$ cat config.mk
export PLATFORM = sky130hd
export DESIGN_NAME = wp_ctrl
export DESIGN_NICKNAME = d
export VERILOG_FILES = /design/src/rtl/wp_pkg.sv /design/src/rtl/wp_sync.sv /design/src/rtl/wp_range.sv /design/src/rtl/wp_status.sv /design/src/rtl/wp_ctrl.sv
export SDC_FILE = /design/constraint.sdc
export NUM_CORES = 1
export LEC_CHECK = 0
export BUFFER_PORTS_ARGS = -buffer_cell sky130_fd_sc_hd__buf_2
export CAP_MARGIN = 20
export CORE_AREA = 3 3 40 42
export CTS_BUF_LIST = sky130_fd_sc_hd__clkbuf_8
export DETAILED_ROUTE_END_ITERATION = 12
export DIE_AREA = 0 0 43 45
export SYNTH_ARGS = -nofsm -noshare
export SYNTH_HDL_FRONTEND = slang
export SYNTH_HIERARCHICAL = 1
export SYNTH_SLANG_ARGS = --single-unit
$ cat constraint.sdc
create_clock -name clk_i -period 2.2 [get_ports clk_i]
set_clock_uncertainty 0.1 [all_clocks]
set_input_delay 0.22 -clock clk_i [delete_from_list [all_inputs] [get_ports clk_i]]
set_output_delay 0.22 -clock clk_i [all_outputs]
set_load 0.03 [all_outputs]
$ cat src/rtl/wp_pkg.sv
package wp_pkg;
  localparam int BP_W = 2;

  typedef enum logic [1:0] {
    MODE_OPEN = 2'd0,
    MODE_SOFT = 2'd1,
    MODE_HARD = 2'd2
  } wp_mode_e;
endpackage

$ cat src/rtl/wp_sync.sv
module wp_sync #(
  parameter int   STAGES  = 2,
  parameter logic RST_VAL = 1'b1
) (
  input  logic clk_i,
  input  logic rst_ni,
  input  logic d_i,
  output logic q_o
);
  logic [STAGES-1:0] chain_q;

  always_ff @(posedge clk_i or negedge rst_ni) begin
    if (!rst_ni) chain_q <= {STAGES{RST_VAL}};
    else         chain_q <= {chain_q[STAGES-2:0], d_i};
  end

  assign q_o = chain_q[STAGES-1];
endmodule

$ cat src/rtl/wp_range.sv
module wp_range
  import wp_pkg::*;
#(
  parameter int ADDR_W = 10
) (
  input  logic [BP_W-1:0]   bp_i,
  input  logic [ADDR_W-1:0] addr_i,
  output logic              hit_o
);
  localparam int unsigned HALF_BASE = 1 << (ADDR_W - 1);
  localparam int unsigned QTR_BASE  = 3 * (1 << (ADDR_W - 2));
  localparam logic [ADDR_W-1:0] HALF_A = HALF_BASE[ADDR_W-1:0];
  localparam logic [ADDR_W-1:0] QTR_A  = QTR_BASE[ADDR_W-1:0];

  always_comb begin
    unique case (bp_i)
      2'b00:   hit_o = 1'b0;
      2'b01:   hit_o = (addr_i >= QTR_A);
      2'b10:   hit_o = (addr_i >= HALF_A);
      default: hit_o = 1'b1;
    endcase
  end
endmodule

$ cat src/rtl/wp_status.sv
module wp_status
  import wp_pkg::*;
(
  input  logic            clk_i,
  input  logic            rst_ni,
  input  logic            wren_i,
  input  logic            req_i,
  input  logic            sts_load_i,
  input  logic [BP_W-1:0] bp_d_i,
  input  logic            lock_d_i,
  output logic [BP_W-1:0] bp_o,
  output logic            lock_o,
  output logic            wel_o
);
  always_ff @(posedge clk_i or negedge rst_ni) begin
    if (!rst_ni) begin
      bp_o   <= '0;
      lock_o <= 1'b0;
    end else if (sts_load_i) begin
      bp_o   <= bp_d_i;
      lock_o <= lock_d_i;
    end
  end

  // a request always clears the latch, even when wren_i arrives with it
  always_ff @(posedge clk_i or negedge rst_ni) begin
    if (!rst_ni)     wel_o <= 1'b0;
    else if (req_i)  wel_o <= 1'b0;
    else if (wren_i) wel_o <= 1'b1;
  end
endmodule

$ cat src/rtl/wp_ctrl.sv
module wp_ctrl
  import wp_pkg::*;
#(
  parameter int ADDR_W      = 10,
  parameter int SYNC_STAGES = 2
) (
  input  logic              clk_i,
  input  logic              rst_ni,
  input  logic              wp_ni,
  input  logic              wren_i,
  input  logic              req_valid_i,
  input  logic              req_sts_i,
  input  logic [ADDR_W-1:0] req_addr_i,
  input  logic [BP_W-1:0]   req_bp_i,
  input  logic              req_lock_i,
  output logic              grant_o,
  output logic              deny_o,
  output logic [1:0]        mode_o,
  output logic [BP_W-1:0]   bp_o,
  output logic              lock_o,
  output logic              wel_o
);
  logic     pin_hi;
  logic     hard;
  logic     in_range;
  logic     allow;
  logic     sts_load;
  wp_mode_e mode;

  wp_sync #(.STAGES(SYNC_STAGES), .RST_VAL(1'b1)) u_sync (
    .clk_i (clk_i),
    .rst_ni(rst_ni),
    .d_i   (wp_ni),
    .q_o   (pin_hi)
  );

  wp_range #(.ADDR_W(ADDR_W)) u_range (
    .bp_i  (bp_o),
    .addr_i(req_addr_i),
    .hit_o (in_range)
  );

  assign hard     = lock_o & ~pin_hi;
  assign allow    = wel_o & (req_sts_i ? ~hard : ~in_range);
  assign sts_load = req_valid_i & req_sts_i & allow;

  wp_status u_status (
    .clk_i     (clk_i),
    .rst_ni    (rst_ni),
    .wren_i    (wren_i),
    .req_i     (req_valid_i),
    .sts_load_i(sts_load),
    .bp_d_i    (req_bp_i),
    .lock_d_i  (req_lock_i),
    .bp_o      (bp_o),
    .lock_o    (lock_o),
    .wel_o     (wel_o)
  );

  always_comb begin
    if (hard)             mode = MODE_HARD;
    else if (bp_o != '0)  mode = MODE_SOFT;
    else                  mode = MODE_OPEN;
  end
  assign mode_o = mode;

  always_ff @(posedge clk_i or negedge rst_ni) begin
    if (!rst_ni) begin
      grant_o <= 1'b0;
      deny_o  <= 1'b0;
    end else begin
      grant_o <= req_valid_i & allow;
      deny_o  <= req_valid_i & ~allow;
    end
  end
endmodule

Word level (Yosys, flattened, before mapping):

Cells that the tools add are included.

* register bits after elaboration: 8
* input bits: 19
* output and inout bits: 8

* magnitude comparators: 2
* equal/unequal tests: 2
* mux-type cells: 6
* bitwise gates (word level): 10
* reductions and logical operators: 3

Operators with widths (count)
* >= comparator 10 bit, second input constant: 2
* AND 1 bit: 6
* two-way mux 1 bit: 4
* inverter 1 bit: 4
* nonzero test 2 bit: 2
* one-hot mux 1 bit (3 select lines): 1
* == test 2 x 1 -> 1 bit, second input constant: 1
* == test 2 bit, second input constant: 1
* zero test 2 bit: 1
* two-way mux 2 bit: 1

Logic depth before layout (Yosys ltp):

* word-level depth: 7
* gate-level depth with buffers: 4
* gate-level depth less buffers: 4

By module:

The synthesis kept the hierarchy.

By module, submodules not included
* wp_status: times used 1, cells each 8, area an instance 143.9 sq um, sequential area each 100.1 sq um
* wp_ctrl: times used 1, cells each 13, area an instance 117.6 sq um, sequential area each 50.0 sq um
* wp_sync: times used 1, cells each 2, area an instance 52.6 sq um, sequential area each 52.6 sq um
* wp_range: times used 1, cells each 3, area an instance 13.8 sq um, sequential area each 0.0 sq um

Worst setup path after synthesis:

Ideal clock, no wire load.

* path type: reg2reg
* from: reg u_status.lock_o
* to: reg u_status.bp_o[0]
* library setup time: 0.125 ns
* arrival time: 1.388 ns
* data required time: 1.975 ns
* slack: 0.587 ns
* cell stages (with the launch flop): 4
* buffers on the path: 0
* clock period less this slack: 1.613 ns
* path through: dfrtp_1 > nor2b_1 > nor3b_1 > mux2_2

* longest elaborated chain between the ends: 5

RTL lines
* start: declaration: RTL line wp_status.sv:12 `output logic lock_o,`
* start signal: assignment: RTL line wp_status.sv:21 `lock_o <= lock_d_i;`
* AND 1 bit: RTL line wp_ctrl.sv:43 `assign hard = lock_o & ~pin_hi;`
* named net hard: RTL line wp_ctrl.sv:24 `logic hard;`
* inverter 1 bit: RTL line wp_ctrl.sv:44 `assign allow = wel_o & (req_sts_i ? ~hard : ~in_range);`
* two-way mux 1 bit: RTL line wp_ctrl.sv:44
* AND 1 bit: RTL line wp_ctrl.sv:44
* AND 1 bit: RTL line wp_ctrl.sv:45 `assign sts_load = req_valid_i & req_sts_i & allow;`
* named net sts_load: RTL line wp_ctrl.sv:27 `logic sts_load;`
* end signal: assignment: RTL line wp_status.sv:20 `bp_o <= bp_d_i;`
* end: declaration: RTL line wp_status.sv:11 `output logic [BP_W-1:0] bp_o,`

The timed path passes the listed nets, and every way through them passes these cells.
A chain may end at the register's enable or synchronous reset.

Worst setup path after layout:

* from: reg u_sync.chain_q[1]
* to: reg u_status.bp_o[1]

* longest elaborated chain between the ends: 6

RTL lines
* start: declaration: RTL line wp_sync.sv:10 `logic [STAGES-1:0] chain_q;`
* start signal: assignment: RTL line wp_sync.sv:13 `if (!rst_ni) chain_q <= {STAGES{RST_VAL}};`
* start signal: assignment: RTL line wp_sync.sv:14 `else chain_q <= {chain_q[STAGES-2:0], d_i};`
* inverter 1 bit: RTL line wp_ctrl.sv:43
* AND 1 bit: RTL line wp_ctrl.sv:43
* inverter 1 bit: RTL line wp_ctrl.sv:44
* two-way mux 1 bit: RTL line wp_ctrl.sv:44
* AND 1 bit: RTL line wp_ctrl.sv:44
* AND 1 bit: RTL line wp_ctrl.sv:45
* named net sts_load: RTL line wp_ctrl.sv:27

The timed path passes the listed nets, and every way through them passes these cells.

==> qor.yml <==
root_buffer: "clkbuf_8"
crit_required_ns: 2.20
wl_per_cell_um: 9.84
rows: 13
cts_resized: 0
max_stage_delay_ns: 0.52
dr_wl_met2_um: 286
power_density_nw_per_um2: 1010
critPathMaxFanout: 3
path_cells: "nor2b_1 > nor3b_1 > mux2_2"
hold_violations: 0
placement.io_buffers: 18
drc_errors: 0
dieArea_sq_um: 1940
area_growth_pct: 49.6
rsz0062_at_grt: "false"
async_flop_share: 1.00
highest_layer: "met4"
syn_avg_cell_area_sq_um: 12.6
die_x_um: 43
cts_buffers: 3
wl_met3_um: 72
yosysWarnings: 6
fin_crit_sh: 0.732
crit_family: "flip-flops"
start_util: 0.255
fillers: 141
status: "finished, final reports clean"
drtPass1Iterations: 1
grt_pass1_vias: 262
dr.first_iter.drc_count: 0
clk_pin_slew_ns: 0.04
htreeDepth: 1
final_common_cell: "buf_2"
setup_viol: 0
ys_seq_elements: 8
arrival_ns: 1.61
cts_tree: "yes"
final_cell_mix: "buf_2 (18), dfrtp_1 (6), clkbuf_8 (3), mux2_2 (3)"
clock_sinks: 8
wl_um: 620
startpoint_type: "register"
worst_pin_slew_ns: 0.470
dp_hpwl_um: 522
vdd_drop_max_mv: 0.338
die_h_um: 45
p_leak_nw: 0.248
detail_route.vias_per_cell: 4.32
synthFlopType: "dfrtp_1"
dpl-instance-area_sq_um: 429
coreArea_sq_um: 1280
antenna_left: 0
clockBufferDepth: 2
grt_max_degree: 9
path_buf_inv: 0
fin_setup_tns_ns: 0
fin_nets: 69
vias: 272
antenna_cells: 0
synth-edff-count: 0
grt_antenna_before_repair: 0
syn_inst: 26
grt_pass1_wl_um: 1060
maxCapViolCount: 0
fin_area_sq_um: 490
io_pins: 27
final-max-slew-violation-count: 0
slew_headroom: 0.686
syn_area_sq_um: 328
max_freq_ghz: 0.621
gp_congestion: 0.582
path_class: "register to register"
wl_met1_um: 241
synth.distinct_cells: 16
ys_seq_area_frac: 0.618
cp-end-kind: "register"
grt_util_all_layers: 0.0789
syn-num-nets: 45
critPathSlowestCell: "dfstp_2"
grt_overflow_total: 0
fin_crit_ns: 1.61
drive_gt1_frac: 0.583
clk_latency_ns: 0.22
hp-class: "input port to register"
-- cell families after synthesis --
kind of cell    after synthesis  synth area share
simple gates                 10             0.172
flops                         8             0.618
compound gates                3            0.0725
mux                           3             0.103
buf+inv                       2            0.0343
-- synthesized netlist by cell type (2+ instances only) --
cell     count  share of area
dfrtp_1      6           0.46
dfstp_2      2           0.16
mux2_2       3           0.10
nand2_1      2          0.023
nor2_1       2          0.023
-- final timing paths --
check | startpoint | end | slack, ns | cells after the start
setup reg to reg | u_sync/chain_q[1] | u_status/bp_o[1] | 0.59 | 3
hold reg to reg | u_sync/chain_q[0] | u_sync/chain_q[1] | 0.25 | 0
min in group asynchronous | rst_ni | u_status/wel_o | 0.27 | 2
hold / removal | req_lock_i | u_status/lock_o | 0.13 | 2
max in group asynchronous | rst_ni | u_sync/chain_q[0] | 1.50 | 2
setup / recovery | u_sync/chain_q[1] | u_status/bp_o[1] | 0.59 | 3
-- registers in the layout (all words and copies together) (netlist names) --
name / count
deny_o: 1
grant_o: 1
u_status/bp_o: 2
u_sync/chain_q: 2
u_status/wel_o: 1
u_status/lock_o: 1
-- where the power goes --
part           switching [mW]  internal [mW]  leakage [nW]
Sequential             0.0172          0.170        0.0951
Combinational          0.0887         0.0530         0.131
Clock                  0.0499          0.118        0.0216
Total                   0.156          0.341         0.248
-- metal layers --
metal	track usage	up-vias
li1	-	133
met1	0.0864	123
met2	0.108	12
met3	0.0438	4
met4	0.0723	0
met5	0	-
-- metrics by stage --
step / instances / utilization / hold slack [ns] / setup WS, ns / total power [mW]
floorplan: 26 / - / -0.176 / 0.587 / 0.288
global placement: 58 / 0.334 / -0.0296 / 0.580 / 0.329
detailed placement: 58 / 0.334 / -0.0319 / 0.577 / 0.330
CTS: 63 / 0.382 / 0.125 / 0.574 / 0.506
global route: 63 / 0.382 / 0.135 / 0.503 / 0.531
finish: 63 / 0.382 / 0.130 / 0.589 / 0.497
-- what timing repair did --
item,4_1_cts,5_1_grt
buffers inserted,0,0
hold endpoints to repair,9,0
hold buffers,2,0
-- final cells by class --
cell class,count,area (sq um),area share
Clock buffer,3,41.3,0.0842
Timing Repair Buffer,20,110,0.224
Sequential cell,8,203,0.413
Multi-Input combinational cell,16,114,0.232
Tap cell,15,18.8,0.0383
Inverter,1,3.75,0.00765
Power figures use the tool's default switching activity.
